`src/rtl/vca_pkg.sv`:
```
package vca_pkg;
    localparam int unsigned VEC_W      = 8;
    localparam int unsigned NUM_VEC    = 1 << VEC_W;
    localparam int unsigned CLASS_W    = 4;
    localparam int unsigned RSVD_LIMIT = 32;
    localparam int unsigned EOI_DW     = 32;

    typedef logic [VEC_W-1:0]   vec_t;
    typedef logic [CLASS_W-1:0] cls_t;
    typedef logic [NUM_VEC-1:0] vmask_t;

    typedef struct packed {
        logic found;
        vec_t vec;
    } hit_t;

    function automatic cls_t class_of(input vec_t v);
        return v[VEC_W-1 -: CLASS_W];
    endfunction
endpackage

```
`src/rtl/vca_bitvec.sv`:
```
module vca_bitvec #(
    parameter int unsigned N = 256
) (
    input  logic         clk,
    input  logic         rst,
    input  logic [N-1:0] set_mask,
    input  logic [N-1:0] clr_mask,
    output logic [N-1:0] q
);
    always_ff @(posedge clk) begin
        if (rst) q <= '0;
        else     q <= (q & ~clr_mask) | set_mask;
    end

    // a bit set this cycle is present after the edge
    p_set_lands_r6: assert property (@(posedge clk) disable iff (rst)
        (set_mask != '0) |=> ((q & $past(set_mask)) == $past(set_mask)));
endmodule

```
`src/rtl/vca_find_top.sv`:
```
module vca_find_top #(
    parameter int unsigned N     = 256,
    parameter int unsigned IDX_W = 8
) (
    input  logic [N-1:0]     bits,
    output logic             found,
    output logic [IDX_W-1:0] idx
);
    always_comb begin
        found = 1'b0;
        idx   = '0;
        for (int i = 0; i < N; i++) begin
            if (bits[i]) begin
                found = 1'b1;
                idx   = i[IDX_W-1:0];
            end
        end
    end
endmodule

```
`src/rtl/vca_decode.sv`:
```
module vca_decode #(
    parameter int unsigned N     = 256,
    parameter int unsigned IDX_W = 8
) (
    input  logic             en,
    input  logic [IDX_W-1:0] idx,
    output logic [N-1:0]     mask
);
    for (genvar g = 0; g < N; g++) begin : g_line
        assign mask[g] = en && (idx == IDX_W'(g));
    end
endmodule

```
`src/rtl/vca_top.sv`:
```
module vca_top
    import vca_pkg::*;
(
    input  logic              clk,
    input  logic              rst,
    input  logic              msg_valid,
    input  logic [VEC_W-1:0]  msg_vector,
    input  logic              core_ack,
    input  logic              eoi_wr,
    input  logic [EOI_DW-1:0] eoi_wdata,
    input  logic              ien_set,
    input  logic              ien_clr,
    output logic              irq,
    output logic [VEC_W-1:0]  irq_vector
);
    localparam vec_t RSVD_VEC = vec_t'(RSVD_LIMIT);

    vmask_t pend_q, isr_q;
    vmask_t msg_mask, ack_mask, eoi_mask;
    hit_t   pend_hit, isr_hit;
    cls_t   pend_cls, isr_cls;
    logic   ien_q, msg_ok, ack_eff;
    logic   unused_wdata;

    assign unused_wdata = ^eoi_wdata;

    assign msg_ok  = msg_valid && (msg_vector >= RSVD_VEC);
    assign ack_eff = core_ack && irq;

    vca_find_top #(.N(NUM_VEC), .IDX_W(VEC_W)) u_pend_top (
        .bits(pend_q), .found(pend_hit.found), .idx(pend_hit.vec));
    vca_find_top #(.N(NUM_VEC), .IDX_W(VEC_W)) u_isr_top (
        .bits(isr_q), .found(isr_hit.found), .idx(isr_hit.vec));

    vca_decode #(.N(NUM_VEC), .IDX_W(VEC_W)) u_msg_dec (
        .en(msg_ok), .idx(msg_vector), .mask(msg_mask));
    vca_decode #(.N(NUM_VEC), .IDX_W(VEC_W)) u_ack_dec (
        .en(ack_eff), .idx(pend_hit.vec), .mask(ack_mask));
    vca_decode #(.N(NUM_VEC), .IDX_W(VEC_W)) u_eoi_dec (
        .en(eoi_wr && isr_hit.found), .idx(isr_hit.vec), .mask(eoi_mask));

    // pending: the ack clear applies first, so a same-cycle message re-arms
    vca_bitvec #(.N(NUM_VEC)) u_pend (
        .clk(clk), .rst(rst), .set_mask(msg_mask), .clr_mask(ack_mask), .q(pend_q));
    // in service: the EOI retires the entry that was highest before the edge
    vca_bitvec #(.N(NUM_VEC)) u_isr (
        .clk(clk), .rst(rst), .set_mask(ack_mask), .clr_mask(eoi_mask), .q(isr_q));

    always_ff @(posedge clk) begin
        if (rst)                     ien_q <= 1'b0;
        else if (ack_eff || ien_clr) ien_q <= 1'b0;
        else if (ien_set)            ien_q <= 1'b1;
    end

    assign pend_cls   = class_of(pend_hit.vec);
    assign isr_cls    = isr_hit.found ? class_of(isr_hit.vec) : '0;
    assign irq        = ien_q && pend_hit.found && (pend_cls > isr_cls);
    assign irq_vector = pend_hit.vec;

    // ---------------- assertions ----------------
    vec_t ack_vec_q;
    always_ff @(posedge clk) ack_vec_q <= irq_vector;

    p_rsvd_empty_r2: assert property (@(posedge clk) disable iff (rst)
        pend_q[RSVD_LIMIT-1:0] == '0);

    p_clr_blocks_r3: assert property (@(posedge clk) disable iff (rst)
        ien_clr |=> !irq);

    p_ack_moves_r6: assert property (@(posedge clk) disable iff (rst)
        (core_ack && irq) |=> (isr_q[ack_vec_q] && !irq));

    p_eoi_retires_r7: assert property (@(posedge clk) disable iff (rst)
        (eoi_wr && (isr_q != '0) && !(core_ack && irq))
        |=> ($countones(isr_q) == $past($countones(isr_q)) - 1));
endmodule

```
`config.mk`:
```
export PLATFORM = sky130hd
export DESIGN_NAME = vca_top
export DESIGN_NICKNAME = d
export VERILOG_FILES = /design/src/rtl/vca_pkg.sv /design/src/rtl/vca_bitvec.sv /design/src/rtl/vca_find_top.sv /design/src/rtl/vca_decode.sv /design/src/rtl/vca_top.sv
export SDC_FILE = /design/constraint.sdc
export NUM_CORES = 2
export LEC_CHECK = 0
export ABC_AREA = 1
export BUFFER_PORTS_ARGS = -buffer_cell sky130_fd_sc_hd__buf_2
export CAP_MARGIN = 20
export CELL_PAD_IN_SITES_DETAIL_PLACEMENT = 0
export CELL_PAD_IN_SITES_GLOBAL_PLACEMENT = 2
export CORE_MARGIN = 2
export CORE_UTILIZATION = 36
export CTS_CLUSTER_SIZE = 20
export DETAILED_ROUTE_END_ITERATION = 12
export PLACE_DENSITY_LB_ADDON = 0.08
export SLEW_MARGIN = 20
export SYNTH_ARGS = -nofsm -noshare
export SYNTH_HDL_FRONTEND = slang
export SYNTH_HIERARCHICAL = 1
export SYNTH_SLANG_ARGS = --single-unit
```
`constraint.sdc`:
```
create_clock -name clk -period 32.9 [get_ports clk]
set_clock_uncertainty 0.15 [all_clocks]
set_input_delay 1.645 -clock clk [delete_from_list [all_inputs] [get_ports clk]]
set_output_delay 1.645 -clock clk [all_outputs]
set_load 0.02 [all_outputs]
```
* Word-level counts from Yosys, hierarchy flattened
Index checks and enable logic that the tools add are counted.
** Word-level totals
- Input port bits :: 47
- Register bits :: 513
** Cells by class
- Reductions and logical operators :: 778
- Eq/ne operators :: 765
- Mux-type cells :: 1023
- Bitwise operators :: 6
- $lt $le $gt $ge :: 2
** Operator list (number)
- $eq 8x8->1 const B :: 384
- $mux 8 :: 256
- $eq 8x7->1 const B :: 192
- $mux 7 :: 128
- $logic_and 1x1->1 :: 773
- $eq 8x6->1 const B :: 96
- $mux 1 :: 514
- $and 256x256->256 :: 2
- $not 256->256 :: 2
- $or 256x256->256 :: 2
- $eq 8x5->1 const B :: 48
- $mux 6 :: 64
- $eq 8x4->1 const B :: 24
- $mux 5 :: 32
- $eq 8x3->1 const B :: 12
- $mux 4 :: 17
- $eq 8x2->1 const B :: 6
- $eq 8x1->1 const B :: 3
- $logic_not 8->1 :: 3
- $mux 3 :: 8
- $ge 8x6->1 const B :: 1
- $mux 2 :: 4
- $gt 4x4->1 :: 1
- $reduce_or 2->1 :: 1
- $logic_or 1x1->1 :: 1

* Depth between registers and ports, before layout
- Depth in word-level cells :: 264
- Gate-level depth with buffers :: 263

* Modules after synthesis
The synthesis kept the hierarchy.
** Modules (own cells, without submodules)
- vca_bitvec :: area an instance 9594.2 sq um, instances 2, cells each 1308, seq. area each 5124.9 sq um
- vca_find_top :: area an instance 4015.1 sq um, instances 2, cells each 963, seq. area each 0.0 sq um
- vca_decode :: area an instance 1610.3 sq um, instances 3, cells each 366, seq. area each 0.0 sq um
- vca_top :: area an instance 214.0 sq um, instances 1, cells each 34, seq. area each 20.0 sq um

* Worst setup path before layout
OpenSTA, ideal clock, no wires.
- Kind :: reg2out
- Start point :: register u_pend.q[2]
- End point :: output irq_vector[0]
- Stages on the path, launching flop included :: 256
- Path slack :: 19949 ps
- Data arrival time :: 11156 ps
- Required time :: 31105 ps
- Cells stage by stage :: dfxtp_1 -> inv_1 -> nand2_1 -> nand2_1 -> nand2_1 -> nand2_1 -> nand2_1 -> nand2_1 -> nand2_1 -> nand2_1 -> nand2_1 -> nand2_1 -> nand2_1 -> nand2_1 -> nand2_1 -> nand2_1 -> nand2_1 -> nand2_1 -> [... 220 more ...] -> nand2_1 -> nand2_1 -> nand2_1 -> nand2_1 -> nand2_1 -> nand2_1 -> nand2_1 -> nand2_1 -> nand2_1 -> nand2_1 -> nand2_1 -> nand2_1 -> nand2_1 -> nand2_1 -> nand2_1 -> nand2_1 -> nand2_1 -> nand2_1
** Between the ends
- Word-level cells in the longest chain between the ends :: 254
** Ends and longest elaborated chain
- start: declaration :: line vca_bitvec.sv:8 : output logic [N-1:0] q
- start signal: assignment :: line vca_bitvec.sv:12 : else q <= (q & ~clr_mask) | set_mask;
- $mux 2 (2 in a row) :: line vca_find_top.sv:13 : if (bits[i]) begin
- $mux 3 (4 in a row) :: line vca_find_top.sv:13
- $mux 4 (8 in a row) :: line vca_find_top.sv:13
- $mux 5 (16 in a row) :: line vca_find_top.sv:13
- $mux 6 (32 in a row) :: line vca_find_top.sv:13
- $mux 7 (64 in a row) :: line vca_find_top.sv:13
- $mux 8 (128 in a row) :: line vca_find_top.sv:13
- end: declaration :: line vca_top.sv:14 : output logic [VEC_W-1:0] irq_vector
Every way passes these cells.

* Worst setup path after layout
- Start point :: register u_pend.q[1]
- End point :: output irq_vector[0]
** Between the ends
- Word-level cells in the longest chain between the ends :: 255
** Ends and longest elaborated chain (line)
- $mux 1 :: vca_find_top.sv:13
- $mux 2 (2 in a row) :: vca_find_top.sv:13
- $mux 3 (4 in a row) :: vca_find_top.sv:13
- $mux 4 (8 in a row) :: vca_find_top.sv:13
- $mux 5 (16 in a row) :: vca_find_top.sv:13
- $mux 6 (32 in a row) :: vca_find_top.sv:13
- $mux 7 (64 in a row) :: vca_find_top.sv:13
- $mux 8 (128 in a row) :: vca_find_top.sv:13
Every way passes these cells.

==> flow_metrics.tcl <==
set metrics [dict create \
    dieArea_mm2 0.0920 \
    design_area_mm2 0.0352 \
    cp-end-kind "output pin" \
    finalHoldViolations 0 \
    start_util 0.364 \
    avgViaCountPerCell 4.49 \
    path_clk_slew_ns 0.06 \
    finalSetupViolCount 0 \
    synthTopCellsByArea "dfxtp_1, inv_1, nand2_1" \
    port-buffer-count 23 \
    syn2layout_area_growth_pct 9.15 \
    fin_crit_ns 17.19 \
    syn_avg_cell_area_um2 5.69 \
    synth_cells 5674 \
    fin_nets 5685 \
    row_count 109 \
    clockBufferDepth 3 \
    r2r_setup_slack_ns 16.10 \
    ant_nets 0 \
    cts_setup_buffers 0 \
    wirelength_um 135000 \
    use_met1 0.390 \
    htreeDepth 3 \
    min_from "u_pend/q[2]" \
    final.period_utilization 0.523 \
    clock_latency_ns 0.62 \
    status "finished, final reports clean" \
    track_usage 0.293 \
    postCtsHoldBufs 0 \
    drt-initial-drc-count 2213 \
    holdPathStages 2 \
    maxSlewHeadroom 0.194 \
    synth-seq-cells 513 \
    place_area_mm2 0.0329 \
    worstPathMaxFanout 5 \
    worst-r2r-cell-count 261 \
    power_density_mw_per_mm2 42.8 \
    ff_latch_area_mm2 0.0103 \
    final.setup.tns_ns 0 \
    cp_slowest_cell "dfxtp_1" \
    ir_worst_vdd_mv 0.0362 \
    cts-root-buf "clkbuf_16" \
    hold-worst-slack_ns 0.312 \
    chipHeight_um 303 \
    grtUsageMet2 0.488 \
    r2r-start "u_pend/q[1]" \
    synth_flop_cell "dfxtp_1" \
    grt_overflow_total 0 \
    cp-start-kind "flop" \
    cellLeakagePower_nw 12.8 \
    cpPeakStageDelay_ns 0.37 \
    grt_max_degree 192 \
    hold_end "u_pend/q[2]" \
    cpMostUsedCell "nand2_1" \
    slew_viol_final 0 \
    setup_slack_ns 15.71 \
    cts_buffers 69 \
    multiInputGateArea_mm2 0.0144 \
    max_cap_violations 0 \
    post-synth-top-area-cell "dfxtp_1" \
    core_area_mm2 0.0886 \
    drc 0 \
    io_pins 56 \
    p_total_mw 1.51 \
    rsz0062_at_grt "false" \
    grt_pass1_wl_um 192000 \
    worst_pin_slew_ns 1.21 \
    busiest_layer "met2" \
    synth_edf_count 0 \
    crit_type "reg -> out" \
    cp.required_ns 31.10 \
    antenna_found_initial 4 \
    post_cts_resized 0 \
    hp-class "reg -> reg" \
    r2r-end "u_pend/q[241]" \
    synth_top_area_share 0.318 \
    nFillCells 10259 \
    use_met3 0.0425 \
    post-dp-hpwl_um 89800 \
    first_pass_iters 7 \
    drive_above_1_share 0.0547 \
    cts_tree "done" \
    async_reset_ff_frac 0 \
    die_w_um 303 \
    grt_pass1_vias 28675 \
    syn_nets 5725 \
    place_congestion 0.841 \
    yosysSeqAreaShare 0.318 \
    routed-via-count 30726 \
    post-place-ws_ns 16.08 \
    max_freq_ghz 0.0582 \
    arrival_ns 15.40 \
    ys_types 37 \
    diodes 0 \
    cts.sinks 513 \
    wl_per_cell_um 19.8 \
    mappedNetlistArea_mm2 0.0323 \
    synth-warning-count 6 \
]
-- cells in the mapped netlist, types with 8 or more instances --
master	instances
nand3_1	42
buf_6	61
nor2_1	1134
nor2_2	11
dfxtp_1	513
nor4_1	16
buf_2	38
a21oi_1	531
bufinv_8	32
buf_4	11
o311ai_0	8
nand3_2	37
inv_1	1527
clkbuf_1	48
inv_2	47
nand3_4	12
nor3_1	22
o21ai_0	20
nand2_1	1496
a31oi_1	10
o21bai_1	8
-- flip-flops by register name, summed over array words and instances, names as in the netlist --
name	count
u_isr/q	256
u_pend/q	256
ien_q	1
-- routing by layer --
layer | vias up | part of all wire | wire [um]
met3 | 192 | 0.057 | 7660
met1 | 13674 | 0.45 | 61300
li1 | 16170 | - | -
met4 | 2 | 0.034 | 4630
met5 | - | 0.000052 | 7
met2 | 688 | 0.46 | 61900
-- kinds of logic (layout without fill, tap and decap cells) --
family,count (synthesis),after routing,synth area share
compound gates,594,594,0.0955
fa+ha+maj,4,4,0.00155
flops,513,513,0.318
simple gates,2797,2797,0.348
buf+inv,1766,1777,0.236
-- area by class of cell --
class | count | area share
Multi-Input combinational cell | 3395 | 0.408
Inverter | 1608 | 0.184
Timing Repair Buffer | 47 | 0.00995
Clock buffer | 106 | 0.0602
Clock inverter | 16 | 0.00444
Tap cell | 1165 | 0.0414
Sequential cell | 513 | 0.292
-- worst max path at each step --
| stage | start | endpoint | slack (ns) | depth (start not counted) |
|---|---|---|---|---|
| after global placement | u_pend/q[1] | u_pend/q[209] | 15.96 | 261 |
| after detailed placement | u_pend/q[1] | u_pend/q[241] | 16.08 | 261 |
| after global routing | u_pend/q[1] | irq_vector[0] | 13.02 | 255 |
| after CTS | u_pend/q[1] | irq_vector[0] | 15.63 | 255 |
| final | u_pend/q[1] | irq_vector[0] | 15.71 | 255 |
| after floorplan | u_pend/q[2] | irq_vector[0] | 19.95 | 255 |
-- power by group --
group          total, mW  switching, mW  leakage [nW]  internal, mW
combinational      0.116         0.0921          7.54        0.0237
sequential         0.623       0.000586          4.13         0.622
clock              0.770          0.311          1.13         0.459
total               1.51          0.404          12.8          1.10
-- placed cells by master, fill, tap and decap left out, drive strengths merged --
cell,instances
and2,1
nor2,1157
o211ai,4
a31oi,10
bufinv,34
ha,4
o21ai,20
nand4,6
clkbuf,106
dfxtp,513
o311ai,8
nand2,1497
o31a,1
nand3,91
nor4,16
a221oi,2
a21boi,4
nor3b,2
o31ai,6
a21oi,531
o21bai,8
nor3,23
nor4b,2
buf,47
inv,1579
or2,2
clkinv,11
-- metrics by stage --
step / instances / util
6_report: 6850 / 0.397
5_1_grt: 6850 / 0.397
4_1_cts: 6850 / 0.397
3_5_place_dp: 6728 / 0.372
3_3_place_gp: 6726 / 0.371
2_1_floorplan: 5674 / -
-- critical path: cells and delay by family (launching register included) --
family                 cells  cell delay, ns
AND/OR/NAND/NOR          254           14.18
flip-flops                 1            0.37
buffers and inverters      1            0.24
(Power assumes the default switching activity.)
